## src/rtl/bell_pkg.sv

```systemverilog
package bell_pkg;

    typedef enum logic [1:0] {
        SLOT_INB  = 2'd0,
        SLOT_OUTB = 2'd1,
        SLOT_ENA  = 2'd2,
        SLOT_RSVD = 2'd3
    } bell_slot_e;

    localparam int ENA_BITS = 2;
    localparam int ENA_INB  = 0;
    localparam int ENA_OUTB = 1;
    localparam int NUM_BELLS = 2;

endpackage

```

## src/rtl/bell_decode.sv

```systemverilog
module bell_decode
    import bell_pkg::*;
#(
    parameter int WIDTH = 32
) (
    input  logic                                   host_we,
    input  logic [1:0]                             host_addr,
    input  logic [WIDTH-1:0]                       host_wdata,
    input  logic                                   loc_we,
    input  logic [1:0]                             loc_addr,
    input  logic [WIDTH-1:0]                       loc_wdata,
    output logic [NUM_BELLS-1:0][WIDTH-1:0]        set_mask,
    output logic [NUM_BELLS-1:0][WIDTH-1:0]        clr_mask,
    output logic                                   ena_we,
    output logic [ENA_BITS-1:0]                    ena_wdata
);

    logic host_inb, host_outb, loc_inb, loc_outb;

    always_comb begin
        host_inb  = host_we && (bell_slot_e'(host_addr) == SLOT_INB);
        host_outb = host_we && (bell_slot_e'(host_addr) == SLOT_OUTB);
        loc_inb   = loc_we  && (bell_slot_e'(loc_addr)  == SLOT_INB);
        loc_outb  = loc_we  && (bell_slot_e'(loc_addr)  == SLOT_OUTB);

        // inbound bell: host sets, local clears
        set_mask[0] = host_inb ? host_wdata : '0;
        clr_mask[0] = loc_inb  ? loc_wdata  : '0;
        // outbound bell: local sets, host clears
        set_mask[1] = loc_outb  ? loc_wdata  : '0;
        clr_mask[1] = host_outb ? host_wdata : '0;

        // enable register: local side only
        ena_we    = loc_we && (bell_slot_e'(loc_addr) == SLOT_ENA);
        ena_wdata = loc_wdata[ENA_BITS-1:0];
    end

endmodule

```

## src/rtl/bell_cell.sv

```systemverilog
module bell_cell #(
    parameter int WIDTH = 32
) (
    input  logic             clk,
    input  logic             rst_n,
    input  logic [WIDTH-1:0] set_mask,
    input  logic [WIDTH-1:0] clr_mask,
    input  logic             irq_en,
    output logic [WIDTH-1:0] bits,
    output logic             irq
);

    typedef struct packed {
        logic [WIDTH-1:0] bits;
    } cell_t;

    cell_t st_d, st_q;

    always_comb begin
        st_d = st_q;
        // set has priority over clear on the same bit
        st_d.bits = (st_q.bits & ~clr_mask) | set_mask;
    end

    always_ff @(posedge clk or negedge rst_n) begin
        if (!rst_n) begin
            st_q <= '0;
        end else begin
            st_q <= st_d;
        end
    end

    assign bits = st_q.bits;
    assign irq  = irq_en && (|st_q.bits);

    a_r5_set_wins: assert property (@(posedge clk) disable iff (!rst_n)
        (|set_mask) |=> ((st_q.bits & $past(set_mask)) == $past(set_mask)));

    a_r2_clear_takes: assert property (@(posedge clk) disable iff (!rst_n)
        (|(clr_mask & ~set_mask)) |=> ((st_q.bits & $past(clr_mask & ~set_mask)) == '0));

    a_r4_zero_untouched: assert property (@(posedge clk) disable iff (!rst_n)
        1'b1 |=> (((st_q.bits ^ $past(st_q.bits)) & ~$past(set_mask | clr_mask)) == '0));

endmodule

```

## src/rtl/bell_enable.sv

```systemverilog
module bell_enable
    import bell_pkg::*;
(
    input  logic                clk,
    input  logic                rst_n,
    input  logic                we,
    input  logic [ENA_BITS-1:0] wdata,
    output logic [ENA_BITS-1:0] ena
);

    typedef struct packed {
        logic [ENA_BITS-1:0] ena;
    } ena_t;

    ena_t st_d, st_q;

    always_comb begin
        st_d = st_q;
        if (we) begin
            st_d.ena = wdata;
        end
    end

    always_ff @(posedge clk or negedge rst_n) begin
        if (!rst_n) begin
            st_q <= '0;
        end else begin
            st_q <= st_d;
        end
    end

    assign ena = st_q.ena;

    a_r6_hold_without_write: assert property (@(posedge clk) disable iff (!rst_n)
        !we |=> $stable(st_q.ena));

endmodule

```

## src/rtl/bell_readmux.sv

```systemverilog
module bell_readmux
    import bell_pkg::*;
#(
    parameter int WIDTH = 32
) (
    input  logic [1:0]          raddr,
    input  logic [WIDTH-1:0]    inb,
    input  logic [WIDTH-1:0]    outb,
    input  logic [ENA_BITS-1:0] ena,
    output logic [WIDTH-1:0]    rdata
);

    always_comb begin
        rdata = '0;
        unique case (bell_slot_e'(raddr))
            SLOT_INB:  rdata = inb;
            SLOT_OUTB: rdata = outb;
            SLOT_ENA:  rdata[ENA_BITS-1:0] = ena;
            default:   rdata = '0;
        endcase
    end

endmodule

```

## src/rtl/bell_exchange.sv

```systemverilog
module bell_exchange
    import bell_pkg::*;
#(
    parameter int WIDTH = 32
) (
    input  logic             clk,
    input  logic             rst_n,
    input  logic             host_we,
    input  logic [1:0]       host_addr,
    input  logic [WIDTH-1:0] host_wdata,
    input  logic [1:0]       host_raddr,
    output logic [WIDTH-1:0] host_rdata,
    input  logic             loc_we,
    input  logic [1:0]       loc_addr,
    input  logic [WIDTH-1:0] loc_wdata,
    input  logic [1:0]       loc_raddr,
    output logic [WIDTH-1:0] loc_rdata,
    output logic             irq_loc,
    output logic             irq_host
);

    logic [NUM_BELLS-1:0][WIDTH-1:0] set_mask;
    logic [NUM_BELLS-1:0][WIDTH-1:0] clr_mask;
    logic [NUM_BELLS-1:0][WIDTH-1:0] bell_bits;
    logic [NUM_BELLS-1:0]            bell_irq;
    logic                            ena_we;
    logic [ENA_BITS-1:0]             ena_wdata;
    logic [ENA_BITS-1:0]             ena;

    bell_decode #(.WIDTH(WIDTH)) u_decode (
        .host_we    (host_we),
        .host_addr  (host_addr),
        .host_wdata (host_wdata),
        .loc_we     (loc_we),
        .loc_addr   (loc_addr),
        .loc_wdata  (loc_wdata),
        .set_mask   (set_mask),
        .clr_mask   (clr_mask),
        .ena_we     (ena_we),
        .ena_wdata  (ena_wdata)
    );

    bell_enable u_enable (
        .clk   (clk),
        .rst_n (rst_n),
        .we    (ena_we),
        .wdata (ena_wdata),
        .ena   (ena)
    );

    for (genvar g = 0; g < NUM_BELLS; g++) begin : g_bell
        bell_cell #(.WIDTH(WIDTH)) u_cell (
            .clk      (clk),
            .rst_n    (rst_n),
            .set_mask (set_mask[g]),
            .clr_mask (clr_mask[g]),
            .irq_en   (ena[g]),
            .bits     (bell_bits[g]),
            .irq      (bell_irq[g])
        );
    end

    bell_readmux #(.WIDTH(WIDTH)) u_rd_host (
        .raddr (host_raddr),
        .inb   (bell_bits[0]),
        .outb  (bell_bits[1]),
        .ena   (ena),
        .rdata (host_rdata)
    );

    bell_readmux #(.WIDTH(WIDTH)) u_rd_loc (
        .raddr (loc_raddr),
        .inb   (bell_bits[0]),
        .outb  (bell_bits[1]),
        .ena   (ena),
        .rdata (loc_rdata)
    );

    assign irq_loc  = bell_irq[ENA_INB];
    assign irq_host = bell_irq[ENA_OUTB];

    a_r6_host_cannot_enable: assert property (@(posedge clk) disable iff (!rst_n)
        (host_we && host_addr == SLOT_ENA && !(loc_we && loc_addr == SLOT_ENA))
        |=> $stable(ena));

    a_r7_irq_loc_gated: assert property (@(posedge clk) disable iff (!rst_n)
        irq_loc |-> (ena[ENA_INB] && bell_bits[0] != '0));

    a_r7_irq_host_gated: assert property (@(posedge clk) disable iff (!rst_n)
        irq_host |-> (ena[ENA_OUTB] && bell_bits[1] != '0));

    a_r8_rsvd_reads_zero: assert property (@(posedge clk) disable iff (!rst_n)
        (host_raddr == SLOT_RSVD) |-> (host_rdata == '0));

    a_r8_only_writes_move: assert property (@(posedge clk) disable iff (!rst_n)
        (!host_we && !loc_we) |=> ($stable(bell_bits) && $stable(ena)));

endmodule

```

## config.mk

```make
export PLATFORM = sky130hd
export DESIGN_NAME = bell_exchange
export DESIGN_NICKNAME = d
export VERILOG_FILES = /design/src/rtl/bell_pkg.sv /design/src/rtl/bell_decode.sv /design/src/rtl/bell_cell.sv /design/src/rtl/bell_enable.sv /design/src/rtl/bell_readmux.sv /design/src/rtl/bell_exchange.sv
export SDC_FILE = /design/constraint.sdc
export NUM_CORES = 1
export LEC_CHECK = 0
export ABC_AREA = 1
export CORE_MARGIN = 4
export CORE_UTILIZATION = 30
export DETAILED_ROUTE_END_ITERATION = 8
export DONT_BUFFER_PORTS = 1
export PLACE_DENSITY = 0.54
export SLEW_MARGIN = 20
export SYNTH_ARGS = -nofsm -noshare
export SYNTH_HDL_FRONTEND = slang
export SYNTH_SLANG_ARGS = --single-unit
```

## constraint.sdc

```tcl
create_clock -name clk -period 2.55 [get_ports clk]
set_input_delay 0.51 -clock clk [delete_from_list [all_inputs] [get_ports clk]]
set_output_delay 0.51 -clock clk [all_outputs]
set_load 0.01 [all_outputs]
```

# Yosys cells after proc, flatten, opt, wreduce, memory -nomap -nowiden
# Cells that the tools add are included.
# Widths: inputs -> output; s select.
[classes] reduce_logical=13 n_mux=8 bitwise_logic=6 n_eq_ne=7
[ops] operator="$mux 32" count=4
[ops] operator="$pmux 30 s2" count=2
[ops] operator="$and 32x32->32" count=2
[ops] operator="$not 32->32" count=2
[ops] operator="$or 32x32->32" count=2
[ops] operator="$reduce_or 32->1" count=2
[ops] operator="$pmux 2 s3" count=2
[ops] operator="$eq 2x1->1 const B" count=4
[ops] operator="$logic_not 2->1" count=4
[ops] operator="$logic_and 1x1->1" count=7
[ops] operator="$eq 2x2->1 const B" count=3
[word_totals] out_inout_bits=66 elab_cells=37 ff_bits=66 inputBits=76

# Logic depth before layout (Yosys ltp)
[logic_depth] depth_word=6 depth_mapped=6 depth_no_buf=6

# Cells and area by module
# Synthesis repeated with hierarchy kept, for this count alone.
[hier_totals] cells_unflattened=704 hier_area_um2=4569.4
[modules_own_cells] mod="bell_cell" n_inst=2 cells_each=129 area_per_inst_um2=1285.0 seq_area_each_um2=800.8
[modules_own_cells] mod="bell_readmux" n_inst=2 cells_each=111 area_per_inst_um2=525.5 seq_area_each_um2=0.0
[modules_own_cells] mod="bell_decode" n_inst=1 cells_each=215 area_per_inst_um2=872.1 seq_area_each_um2=0.0
[modules_own_cells] mod="bell_enable" n_inst=1 cells_each=9 area_per_inst_um2=76.3 seq_area_each_um2=50.0

# Worst setup path after synthesis
# OpenSTA, ideal clock, no wires.
[synth_timing] path_kind="input to output" from="in loc_raddr[1]" to="out loc_rdata[10]" path_slack_ns=0.992 t_required_ns=2.040 stages=4 n_path_buf=1 arrival_ns=1.048 path_cell_list="inv_1 > nand2_1 > buf_2 > o22ai_1"
[synth_via] elab_chain_len=2 elab_cells_between_ends=3 classes_between="1 x eq/ne; 1 x mux; 1 x reduce/logical"
[synth_rtl] item="start: declaration" line="bell_exchange.sv:16" text="input logic [1:0] loc_raddr,"
[synth_rtl] item="$eq 2x1->1 / $logic_not 2->1 (equally long branches)" line="bell_readmux.sv:15" text="unique case (bell_slot_e'(raddr))"
[synth_rtl] item="$pmux 30 s2 *" line="bell_readmux.sv:15"
[synth_rtl] item="end: declaration" line="bell_exchange.sv:17" text="output logic [WIDTH-1:0] loc_rdata,"
# Mark *: on every way between the ends. The rest lies on a longest branch, timed or not.

# Worst setup path after layout
[layout_timing] from="in loc_raddr[1]" to="out loc_rdata[11]"
# Same word-level chain as after synthesis.

==> impl_metrics.csv <==
group,metric,value,unit
run_status,status,"completed",
global_routing,grt_overflow_total,0,
logic_synthesis,ys_seq_area_frac,0.4443,
detailed_routing,wl_per_cell,17.59,um
floorplanning,die_w,119.3,um
critical_path,path_buf_inv,3,
placement,routabilityCongestion,0.8162,
logic_synthesis,synth.largest_area_cell,"dfrtp_1",
critical_path,end_kind,"output pin",
clock_tree,cts_sinks,66,
global_routing,grt_start_max_net_pins,67,
power,p_int,0.002350,W
logic_synthesis,synth_cells,501,
final_layout,layout_commonest_cell,"inv_1",
logic_synthesis,synthDistinctLibCells,15,
clock_tree,htree_levels,3,
sta,relSlewSlack,0.4612,
sta,setup_tns,0,ns
critical_path,cpLargestDelayFamily,"buffers and inverters",
final_layout,diodes,0,
floorplanning,start_util,0.3082,
placement,dp_hpwl,8604,um
critical_path,crit_type,"input pin to output pin",
critical_path,cpMostUsedCell,"buf_4",
power,swShare,0.3232,
global_routing,grt_first_pass_wirelength,18800,um
clock_tree,cts_tree,"done",
final_layout,drive_above_1_share,0.09231,
detailed_routing,wl_met2,5650,um
clock_tree,cts_buffers,9,
clock_tree,cts_root_buffer,"clkbuf_16",
logic_synthesis,synth.area.top_cells,"dfrtp_1 44%, inv_1 14%, o21ai_1 12%",
final_layout,layout_common_cells,"135 x inv_1, 90 x o21ai_1, 66 x dfrtp_1, 60 x o22ai_1, 45 x nor2_1",
power,peakVddDrop,0.0002415,V
floorplanning,dieArea,0.01424,mm^2
sta,period_needed,1.958,ns
detailed_routing,drc,0,
critical_path,path_cells,"inv_1 > nand2_1 > buf_4 > o22ai_1 > buf_4",
sta,timing.hold.ws,0.05673,ns
logic_synthesis,netlist.area_leader.share,0.4443,
sta,skew,0,ns
detailed_routing,top_layer,"met4",
clock_tree,postCtsSetupRepairBufs,0,
critical_path,startpoint_type,"input pin",
logic_synthesis,synth_xor_xnor_area_share,0,
logic_synthesis,yosys.area_share.simple,0.09155,
logic_synthesis,syn_nets,577,
floorplanning,io_pins,142,
sta,final_max_slew_viol_count,0,
detailed_routing,wl_met3,868,um
detailed_routing,drtIter0Drc,208,
sta,rsz0062_at_grt,"false",
power,powerDensity,807.9,mW/mm^2
detailed_routing,wl_met1,5446,um
logic_synthesis,synth_compound_area_frac,0.2854,
logic_synthesis,synth_area_per_cell,7.420,um^2
power,combinationalPowerShare,0.230,
floorplanning,die_h,119.3,um
power,clkPwrFrac,0.359,
detailed_routing,postRouteAntennaNets,0,
sta,finalCritPeriodShare,0.7680,
logic_synthesis,synth_seq_cells,66,
sta,final_hold_viol_count,0,
critical_path,cp.required,2.04,ns
final_layout,area_delta_synth_final,15.62,%
final_layout,nNetsFinal,591,
critical_path,arrival,1.45,ns
sta,worst_pin_slew,0.8054,ns
clock_tree,cts.clk_slew.worst_paths,0.06,ns
logic_synthesis,yosys_warnings,0,
floorplanning,rows,40,
clock_tree,clock_path_buffers,2,
run,drv_cap,0,
final_layout,final_cells,688,
global_routing,antenna_found_initial,0,
detailed_routing,vias,3477,
power,p_leak,2.137,nW
power,switchingPower,0.001122,W
logic_synthesis,synth_top_family_by_area,"compound AO/OA/AOI/OAI gates",
detailed_routing,drt_wl_total,12100,um
sta,setup_viol,0,
logic_synthesis,synth_adder_area_share,0,
clock_tree,cts_resized,0,
global_routing,grt_usage,0.1679,
detailed_routing,drt-pass1-iter-count,4,
power,seqPwrFrac,0.411,
critical_path,critPathMaxStageDelay,0.31,ns
clock_tree,cts_hold_buf,1,
critical_path,worst_path_max_delay_cell,"buf_4",
global_routing,grt_pass1_vias,3549,
logic_synthesis,netlist_area,0.003717,mm^2
clock_tree,insertion_delay,0.32,ns
placement,port_buffers,0,
logic_synthesis,muxShareOfSynthArea,0,
detailed_routing,avgViaCountPerCell,5.054,
sta,fmax,0.5106,GHz
placement,dp.cells,671,
critical_path,cp_max_fo,14,
floorplanning,core-area,0.01206,mm^2
min_path,hold_path_class,"input pin to async pin",
==> layout make-up <==
cell class                      instances  area (um^2)
Clock buffer                           11        252.7
Clock inverter                          5        52.55
Fill cell                            1302         7764
Inverter                              135        506.7
Multi-Input combinational cell        276         1401
Sequential cell                        66         1652
Tap cell                              168        210.2
Timing Repair Buffer                   27        222.7
==> flip-flops by register name, indices dropped and copies added, names as in the netlist <==
| signal | count |
|---|---|
| g_bell.u_cell.bits | 64 |
| u_enable.ena | 2 |
==> synthesized netlist by cell type <==
| master | number |
|---|---|
| buf_2 | 12 |
| o21ai_0 | 40 |
| nor2_2 | 2 |
| buf_6 | 6 |
| nand2_1 | 27 |
| o21ai_1 | 90 |
| o221ai_1 | 4 |
| nand2_2 | 2 |
| nor2_1 | 45 |
| inv_1 | 135 |
| o22ai_1 | 60 |
| clkbuf_2 | 6 |
| nand3b_4 | 1 |
| nand3_1 | 5 |
| dfrtp_1 | 66 |
==> logic make-up (layout without fill, tap and decap cells) <==
group,Yosys count,after routing
AOI/OAI and AO/OA,194,194
DFF,66,66
buffers and inverters,159,178
and+or+nand+nor,82,82
==> power by group through the flow <==
stage / logic, W / registers (W) / clock network, W
floorplan: 0.000586 / 0.00138 / 0
global placement: 0.000757 / 0.00144 / 0
detailed placement: 0.000774 / 0.00144 / 0
CTS: 0.000803 / 0.00143 / 0.00128
global route: 0.000908 / 0.00146 / 0.00133
finish: 0.000799 / 0.00143 / 0.00125
==> per-layer routing <==
layer | up-vias | global-route usage
met1 | 1661 | 0.2250
met2 | 144 | 0.2660
met3 | 10 | 0.04701
met4 | 0 | 0.04724
li1 | 1662 | -
met5 | - | 0
==> worst reg2reg max path: stages (launching register included) <==
cell and delay, ns:
dfrtp_1 0.45, nand2_1 0.10, o21ai_0 0.07
==> through the flow <==
stage | util | worst slack [ns] | total power [W] | cell area, um^2
detailed placement | 0.3287 | 0.5915 | 0.002219 | 3965
global route | 0.3563 | 0.4764 | 0.003697 | 4298
floorplan | - | 0.9920 | 0.001964 | 3717
finish | 0.3563 | 0.5915 | 0.003472 | 4298
CTS | 0.3563 | 0.5850 | 0.003514 | 4298
global placement | 0.3287 | 0.6143 | 0.002201 | 3965
==> path summary, 6_finish.rpt <==
path | start | to | slack [ns] | depth (start not counted)
worst min-delay path | rst_n | g_bell[1].u_cell.bits[1] | 0.06 | 1
max in group asynchronous | rst_n | g_bell[1].u_cell.bits[23] | 2.18 | 1
worst min register to register | g_bell[0].u_cell.bits[10] | g_bell[0].u_cell.bits[10] | 0.53 | 2
min in group clk | host_wdata[14] | g_bell[0].u_cell.bits[14] | 0.34 | 2
worst max-delay path | loc_raddr[1] | loc_rdata[11] | 0.59 | 5
worst max register to register | u_enable.ena[0] | u_enable.ena[0] | 1.81 | 2
(Power assumes the default switching activity.)
